[src/rtl/mirq_pkg.sv]
package mirq_pkg;
  localparam int PRIO_W = 3;
  localparam int LEVELS = 1 << PRIO_W;

  typedef logic [PRIO_W-1:0] prio_t;
  typedef logic [LEVELS-1:0] lvlMask_t;

  // strobes from control to datapath for one clock edge
  typedef struct packed {
    logic     ack;
    lvlMask_t isrSet;
    lvlMask_t isrClr;
    logic     disWe;
    logic     disVal;
  } ctrlStrobe_t;
endpackage

[src/rtl/mirq_ctrl.sv]
module mirq_ctrl
  import mirq_pkg::*;
#(
  parameter int NUM_SRC = 8,
  localparam int SRC_W = (NUM_SRC > 1) ? $clog2(NUM_SRC) : 1
) (
  input  logic [NUM_SRC-1:0]        pendQ,
  input  logic [NUM_SRC*PRIO_W-1:0] reqPrio,
  input  lvlMask_t                  isrQ,
  input  logic                      disQ,
  input  logic                      cmdDi,
  input  logic                      cmdEi,
  input  logic                      cmdReti,
  input  logic                      retiMaskable,
  input  logic                      flagWrEn,
  input  logic                      flagWrData,
  input  logic                      nmiAck,
  input  logic                      excAck,
  output ctrlStrobe_t               strb,
  output logic [SRC_W-1:0]          winSrc
);
  logic [PRIO_W:0]    ceilLvl;
  prio_t              srcPrio [NUM_SRC];
  logic [NUM_SRC-1:0] eligible;
  logic               found;
  prio_t              bestPrio;
  logic               ackNow;
  lvlMask_t           lowBit;

  // lowest-numbered in-service level forms the nesting ceiling
  always_comb begin
    ceilLvl = (PRIO_W+1)'(LEVELS);
    for (int l = LEVELS-1; l >= 0; l--) begin
      if (isrQ[l]) ceilLvl = (PRIO_W+1)'(l);
    end
  end

  for (genvar g = 0; g < NUM_SRC; g++) begin : gElig
    assign srcPrio[g]  = reqPrio[g*PRIO_W +: PRIO_W];
    assign eligible[g] = pendQ[g] && ({1'b0, srcPrio[g]} < ceilLvl);
  end

  // strict less-than keeps the lowest index on a tie
  always_comb begin
    found    = 1'b0;
    bestPrio = '0;
    winSrc   = '0;
    for (int i = 0; i < NUM_SRC; i++) begin
      if (eligible[i] && (!found || srcPrio[i] < bestPrio)) begin
        found    = 1'b1;
        bestPrio = srcPrio[i];
        winSrc   = SRC_W'(i);
      end
    end
  end

  assign ackNow = found && !disQ && !nmiAck && !excAck;
  assign lowBit = isrQ & (~isrQ + lvlMask_t'(1));

  always_comb begin
    strb.ack    = ackNow;
    strb.isrSet = ackNow ? (lvlMask_t'(1) << bestPrio) : '0;
    strb.isrClr = (cmdReti && retiMaskable) ? lowBit : '0;
    if (ackNow) begin
      strb.disWe  = 1'b1;
      strb.disVal = 1'b1;
    end else if (flagWrEn) begin
      strb.disWe  = 1'b1;
      strb.disVal = flagWrData;
    end else if (cmdDi) begin
      strb.disWe  = 1'b1;
      strb.disVal = 1'b1;
    end else if (cmdEi) begin
      strb.disWe  = 1'b1;
      strb.disVal = 1'b0;
    end else begin
      strb.disWe  = 1'b0;
      strb.disVal = 1'b0;
    end
  end
endmodule

[src/rtl/mirq_dp.sv]
module mirq_dp
  import mirq_pkg::*;
#(
  parameter int NUM_SRC = 8,
  localparam int SRC_W = (NUM_SRC > 1) ? $clog2(NUM_SRC) : 1
) (
  input  logic               clk,
  input  logic               rst_n,
  input  logic [NUM_SRC-1:0] reqSet,
  input  ctrlStrobe_t        strb,
  input  logic [SRC_W-1:0]   winSrc,
  output logic [NUM_SRC-1:0] pendQ,
  output lvlMask_t           isrQ,
  output logic               disQ
);
  logic [NUM_SRC-1:0] pendNext;

  for (genvar g = 0; g < NUM_SRC; g++) begin : gPend
    assign pendNext[g] = reqSet[g] |
                         (pendQ[g] & ~(strb.ack && (winSrc == SRC_W'(g))));
  end

  always_ff @(posedge clk) begin
    if (!rst_n) begin
      pendQ <= '0;
      isrQ  <= '0;
      disQ  <= 1'b1;
    end else begin
      pendQ <= pendNext;
      isrQ  <= (isrQ & ~strb.isrClr) | strb.isrSet;
      if (strb.disWe) disQ <= strb.disVal;
    end
  end
endmodule

[src/rtl/mask_irq_arbiter.sv]
module mask_irq_arbiter
  import mirq_pkg::*;
#(
  parameter int NUM_SRC = 8,
  localparam int SRC_W = (NUM_SRC > 1) ? $clog2(NUM_SRC) : 1
) (
  input  logic                      clk,
  input  logic                      rst_n,
  input  logic [NUM_SRC-1:0]        reqSet,
  input  logic [NUM_SRC*PRIO_W-1:0] reqPrio,
  input  logic                      cmdDi,
  input  logic                      cmdEi,
  input  logic                      cmdReti,
  input  logic                      retiMaskable,
  input  logic                      flagWrEn,
  input  logic                      flagWrData,
  input  logic                      nmiAck,
  input  logic                      excAck,
  output logic                      ackValid,
  output logic [SRC_W-1:0]          ackSrc,
  output logic [LEVELS-1:0]         inService,
  output logic                      intDisable
);
  ctrlStrobe_t        strb;
  logic [NUM_SRC-1:0] pendQ;
  lvlMask_t           isrQ;
  logic               disQ;
  logic [SRC_W-1:0]   winSrc;

  mirq_ctrl #(.NUM_SRC(NUM_SRC)) uCtrl (
    .pendQ(pendQ), .reqPrio(reqPrio), .isrQ(isrQ), .disQ(disQ),
    .cmdDi(cmdDi), .cmdEi(cmdEi), .cmdReti(cmdReti),
    .retiMaskable(retiMaskable), .flagWrEn(flagWrEn),
    .flagWrData(flagWrData), .nmiAck(nmiAck), .excAck(excAck),
    .strb(strb), .winSrc(winSrc)
  );

  mirq_dp #(.NUM_SRC(NUM_SRC)) uDp (
    .clk(clk), .rst_n(rst_n), .reqSet(reqSet), .strb(strb),
    .winSrc(winSrc), .pendQ(pendQ), .isrQ(isrQ), .disQ(disQ)
  );

  assign ackValid   = strb.ack;
  assign ackSrc     = winSrc;
  assign inService  = isrQ;
  assign intDisable = disQ;
endmodule

[config.mk]
export PLATFORM = sky130hd
export DESIGN_NAME = mask_irq_arbiter
export DESIGN_NICKNAME = d
export VERILOG_FILES = /design/src/rtl/mirq_pkg.sv /design/src/rtl/mirq_ctrl.sv /design/src/rtl/mirq_dp.sv /design/src/rtl/mask_irq_arbiter.sv
export SDC_FILE = /design/constraint.sdc
export NUM_CORES = 1
export LEC_CHECK = 0
export BUFFER_PORTS_ARGS = -buffer_cell sky130_fd_sc_hd__buf_2
export CORE_MARGIN = 8
export CORE_UTILIZATION = 50
export CTS_BUF_LIST = sky130_fd_sc_hd__clkbuf_8
export CTS_CLUSTER_SIZE = 12
export DETAILED_ROUTE_END_ITERATION = 10
export GPL_TIMING_DRIVEN = 0
export PLACE_DENSITY = 0.78
export SYNTH_ARGS = -nofsm -noshare
export SYNTH_HDL_FRONTEND = slang
export SYNTH_SLANG_ARGS = --single-unit
[constraint.sdc]
create_clock -name clk -period 14.4 [get_ports clk]
set_input_delay 2.16 -clock clk [delete_from_list [all_inputs] [get_ports clk]]
set_output_delay 2.16 -clock clk [all_outputs]
set_load 0.005 [all_outputs]
### Word level (Yosys, flattened, before mapping)

Cells that the tools add are included.

* register bits: 17
* input bits: 42
* output and inout bits: 13
* word-level logic and storage cells: 138

* $add $sub $neg: 1
* magnitude comparators: 15
* equal/unequal tests: 7
* shifts and indexed selects: 1
* mux-type cells: 37
* bitwise gates (word level): 29
* reductions and logical operators: 45

Operators by type and width (number)
* $mux 3: 12
* $lt 3x4->1: 8
* $mux 4: 8
* $logic_and 1x1->1: 27
* $lt 3x3->1: 7
* $and 8x8->8: 2
* $mux 8: 2
* $not 8->8: 2
* $eq 3x3->1 const B: 4
* $mux 2: 6
* $logic_not 1->1: 10
* $mux 1: 9
* $add 8x1->8 const B: 1
* $and 1x1->1: 8
* $not 1->1: 8
* $or 1x1->1: 8
* $or 8x8->8: 1
* $shl 1x3->8 const A: 1
* $logic_or 1x1->1: 7
* $eq 3x2->1 const B: 2
* $eq 3x1->1 const B: 1
* $logic_not 3->1: 1

### Depth between registers and ports, before layout

* word-level depth: 46
* mapped depth: 63
* mapped depth without buffers: 63

### Cells and area by module

A second synthesis with hierarchy kept.

* cells, all modules: 342
* area, all modules: 2690.1 sq um

Modules (own cells, without submodules)
* mirq_ctrl: instances 1, cells each 275, area an instance 2014.4 sq um, sequential area each 0.0 sq um
* mirq_dp: instances 1, cells each 67, area an instance 675.6 sq um, sequential area each 340.3 sq um

### Worst setup path after synthesis

OpenSTA, ideal clock, no wires.

* kind: input-to-output
* start point: input reqPrio[1]
* end point: output ackSrc[2]
* arrival time: 12.899 ns
* data required time: 12.240 ns
* setup slack: -0.659 ns
* stages: 53
* buffers on the path: 0
* cell sequence: ha_1 -> or2_2 -> a2111oi_0 -> o311a_1 -> nand2_1 -> ha_1 -> a21o_1 -> a21o_1 -> a21oi_1 -> a2bb2oi_1 -> ha_1 -> a21o_1 -> a21oi_1 -> a21oi_1 -> or2_2 -> and3b_1 -> or2_2 -> ha_1 -> (+17 left out) -> o21ai_0 -> o21a_1 -> ha_1 -> a21o_1 -> or3_1 -> a311oi_1 -> nor2_1 -> o311a_1 -> or2_2 -> ha_1 -> a21o_1 -> a21oi_1 -> o211ai_1 -> o31ai_1 -> a41oi_1 -> o31ai_1 -> or3_1 -> or2_2

* word-level cells in the longest chain between the ends: 31
* elaborated cells between the ends (all ways): 48
* those cells by class: order compare (8); mux (18); reduce/logical (22)

RTL lines
* start, declared: line mask_irq_arbiter.sv:10 `input logic [NUM_SRC*PRIO_W-1:0] reqPrio,`
* $lt 3x4->1: line mirq_ctrl.sv:40 `assign eligible[g] = pendQ[g] && ({1'b0, srcPrio[g]} < ceilLvl);`
* $logic_and 1x1->1: line mirq_ctrl.sv:40
* $mux 3 or $mux 1 (tied branches): line mirq_ctrl.sv:49 `if (eligible[i] && (!found || srcPrio[i] < bestPrio)) begin`
* $lt 3x3->1 or $logic_not 1->1 (tied branches): line mirq_ctrl.sv:49
* $logic_or 1x1->1: line mirq_ctrl.sv:49
* $logic_and 1x1->1: line mirq_ctrl.sv:49
* $mux 3 or $mux 1 (tied branches): line mirq_ctrl.sv:49
* $lt 3x3->1 or $logic_not 1->1 (tied branches): line mirq_ctrl.sv:49
* (+15 left out)
* $lt 3x3->1 or $logic_not 1->1 (tied branches): line mirq_ctrl.sv:49
* $logic_or 1x1->1: line mirq_ctrl.sv:49
* $logic_and 1x1->1: line mirq_ctrl.sv:49
* $mux 3 or $mux 1 (tied branches): line mirq_ctrl.sv:49
* $lt 3x3->1 or $logic_not 1->1 (tied branches): line mirq_ctrl.sv:49
* $logic_or 1x1->1: line mirq_ctrl.sv:49
* $logic_and 1x1->1: line mirq_ctrl.sv:49
* $mux 3 (*): line mirq_ctrl.sv:49
* end, declared: line mask_irq_arbiter.sv:20 `output logic [SRC_W-1:0] ackSrc,`

Mark *: on every way between the ends. The rest lies on a longest branch, timed or not.

### Worst setup path after layout

Same ends and word-level chain as after synthesis.

==> metrics.csv <==
metric,value,unit
pin_count,55,
max_freq,65.06,MHz
synthCells,315,
drc_errors,0,
setup_slack,-0.9693,ns
via_per_inst,6.830,
fin_nets,524,
routed_wl,11.33,mm
syn_area,2457,um^2
start_util,52.03,%
outcome,finished with violations,
portBuffers,54,
end_kind,output port,
die_w,86.11,um
hold_path.class,flop to flop,
grt_overflow,0,
antenna_found_initial,0,
layout-drive-gt1-share,49.67,%
drtPass1Iterations,8,
grt_pass1_vias,3414,
avgSynthCellArea,7.801,um^2
dieArea,7414,um^2
rrSetupSlack,0.86,ns
drv_slew,0,
finalHoldViolations,0,
synth_seq_cells,17,
ys_async_sr_fraction,0,%
place_hpwl,6.167,mm
drv_cap,0,
violations,setup timing,
fin_crit_sh,106.7,%
synthFlopType,dfxtp_1,
n_antenna_cell,0,
path_max_fanout,4,
num_vias,3538,
clk_path_buf_depth,2,
numCtsBuffers,3,
met1_usage,29.97,%
busiest_layer,met2,
clkTransAtPathRegs,0.08,ns
syn_nets,387,
hold_buffers,0,
ant_nets,0,
htree_num_levels,1,
critPathLaunch,reqPrio[1],
fin_util,83.31,%
rsz0062_at_grt,yes,
cp_top_family,compound AO/OA/AOI/OAI gates,
post-route-min-period,15.37,ns
clk_latency,0.27,ns
clock_skew,0.004827,ns
use_met3,5.062,%
cts.sinks,17,
yosys.area.top_type_share,15.27,%
synth-warning-count,0,
wl_per_cell,21.87,um
yosysSeqAreaShare,13.85,%
whs_path_depth,2,
grt_max_degree,11,
layoutNonFillerInstCount,518,
num_rows,25,
grt_usage,26.98,%
setup.worst_path.start_class,input port,
path_buf_inv,6,
path_common_cell,a21o_1,
critPathKind,input port to output port,
yosys.area.top_type,ha_1,
worst_pin_slew,0.8545,ns
initialDrtViolationCount,320,
rr_startpoint,uDp.isrQ[0]$_SDFF_PN0_,
grtUsageMet2,46.75,%
p_per_area,133.3,nW/um^2
clockRootBuffer,clkbuf_8,
grt_pass1_wl,16.27,mm
hold_end,uDp.pendQ[6]$_SDFF_PN0_,
finalPower,524.4,uW
cp.arrival,13.21,ns
slew_headroom,42.43,%
routabilityCongestion,0.9886,
tns,-2.680,ns
cts_tree,built,
dp.cells,437,
die_height,86.11,um
hp-start,uDp.pendQ[6]$_SDFF_PN0_,
synth_edf_count,0,
crit_slowest_cell,o21ai_0,
area_growth,60.13,%
timing.rr.end,uDp.isrQ[0]$_SDFF_PN0_,
netlist_top_cells_area,"ha_1, dfxtp_1, a21o_1",
r2r_cells,72,
cp.required,12.24,ns
setup_viol,3,
leakage,1.708,nW
ir_drop,0.0001100,V
synth.distinct_cells,68,
critPathMaxStageDelay,0.41,ns
core_area,4723,um^2
stage by stage:
| step | hold WS [ns] | setup WS, ns | cell area, um^2 |
|---|---|---|---|
| floorplan | 0.4492 | 0.03820 | 2560 |
| global placement | 0.4797 | -1.108 | 2914 |
| detailed placement | 0.4938 | -1.199 | 2927 |
| CTS | 0.5036 | -0.3557 | 3692 |
| global route | 0.5367 | -1.223 | 3935 |
| finish | 0.5247 | -0.9693 | 3935 |
how the worst max path moves through the flow:
stage / end / slack [ns] / depth (start not counted)
detailed placement: ackSrc[1] / -1.20 / 57
floorplan: ackSrc[2] / 0.04 / 54
global route: ackSrc[2] / -1.22 / 59
finish: ackSrc[2] / -0.97 / 58
global placement: ackSrc[1] / -1.11 / 57
CTS: ackSrc[2] / -0.36 / 57
power breakdown:
| group | internal (mW) | switching [mW] |
|---|---|---|
| Combinational | 0.215 | 0.219 |
| Clock | 0.0193 | 0.0192 |
| Sequential | 0.0494 | 0.00293 |
| Total | 0.284 | 0.241 |
per-layer routing:
metal / vias up / wire length, um
li1: 1549 / -
met1: 1617 / 4026
met2: 279 / 5387
met3: 93 / 1140
met4: 0 / 777
met5: - / 0
area by class of cell:
cell class                 instances  area, um^2
timing repair buffer             133       897.1
clock buffer                       3       41.29
clock inverter                     1       5.005
buffer                             3       20.02
multi-input combinational        278        2487
fill                             264       788.3
inverter                          16       60.06
sequential                        17       340.3
tap                               67       83.83
Yosys cell counts, types with 3 or more instances:
| master | number |
|---|---|
| o211ai_1 | 8 |
| nand3_1 | 7 |
| a41oi_1 | 3 |
| o31ai_1 | 14 |
| dfxtp_1 | 17 |
| nor3_1 | 7 |
| ha_1 | 30 |
| o31a_1 | 3 |
| nand2_1 | 20 |
| a31o_2 | 3 |
| o21a_1 | 7 |
| o21ai_1 | 4 |
| a211o_1 | 8 |
| nor2_1 | 20 |
| nand2b_1 | 7 |
| inv_1 | 15 |
| and2_1 | 3 |
| or2_2 | 8 |
| nor2b_1 | 5 |
| a21oi_1 | 17 |
| a21o_1 | 19 |
| a211oi_1 | 5 |
| o21ai_0 | 18 |
| a31oi_1 | 4 |
| or3_1 | 6 |
| nor4_1 | 3 |
| a2111oi_0 | 6 |
flip-flops by register name, summed over array words and instances, names as in the netlist:
| signal | cells |
|---|---|
| uDp.disQ | 1 |
| uDp.isrQ | 8 |
| uDp.pendQ | 8 |
placed cells by master (no fill, tap or decap), types with 4 or more instances in the layout:
cell | netlist | routed
or2_4 | 0 | 6
buf_2 | 0 | 51
o31ai_2 | 1 | 4
a211oi_1 | 5 | 4
a211o_1 | 8 | 8
o21a_1 | 7 | 7
dfxtp_1 | 17 | 17
inv_1 | 15 | 14
buf_4 | 0 | 76
nor2_1 | 20 | 15
buf_6 | 1 | 6
nand2_1 | 20 | 16
nor2_4 | 1 | 4
o211ai_1 | 8 | 8
nand2b_1 | 7 | 7
a2111oi_0 | 6 | 4
nor2b_1 | 5 | 4
o21ai_0 | 18 | 17
nand3_1 | 7 | 7
a21oi_2 | 1 | 8
a21oi_1 | 17 | 7
a21o_1 | 19 | 19
o31ai_1 | 14 | 10
nor3_1 | 7 | 4
ha_1 | 30 | 18
o21ai_1 | 4 | 4
ha_4 | 0 | 11
logic make-up after synthesis:
family / after synthesis / share of synthesized area, %
buffers and inverters: 20 / 3.411
multiplexers: 2 / 0.8656
flip-flops: 17 / 13.85
AND/OR/NAND/NOR: 98 / 21.44
adder cells (fa/ha/maj): 30 / 15.27
AO/OA/AOI/OAI: 148 / 45.17
tightest hold or removal path: stages, from the launching register on:
cell,delay [ns]
dfxtp_1,0.35
a21oi_1,0.07
nor2_1,0.07
repair_timing:
action | in CTS | in global routing
gates resized for setup | 42 | 27
pin swaps | 35 | 40
endpoints found under the setup margin | 3 | 7
setup buffers | 65 | 22
Power figures use the tool's default switching activity.
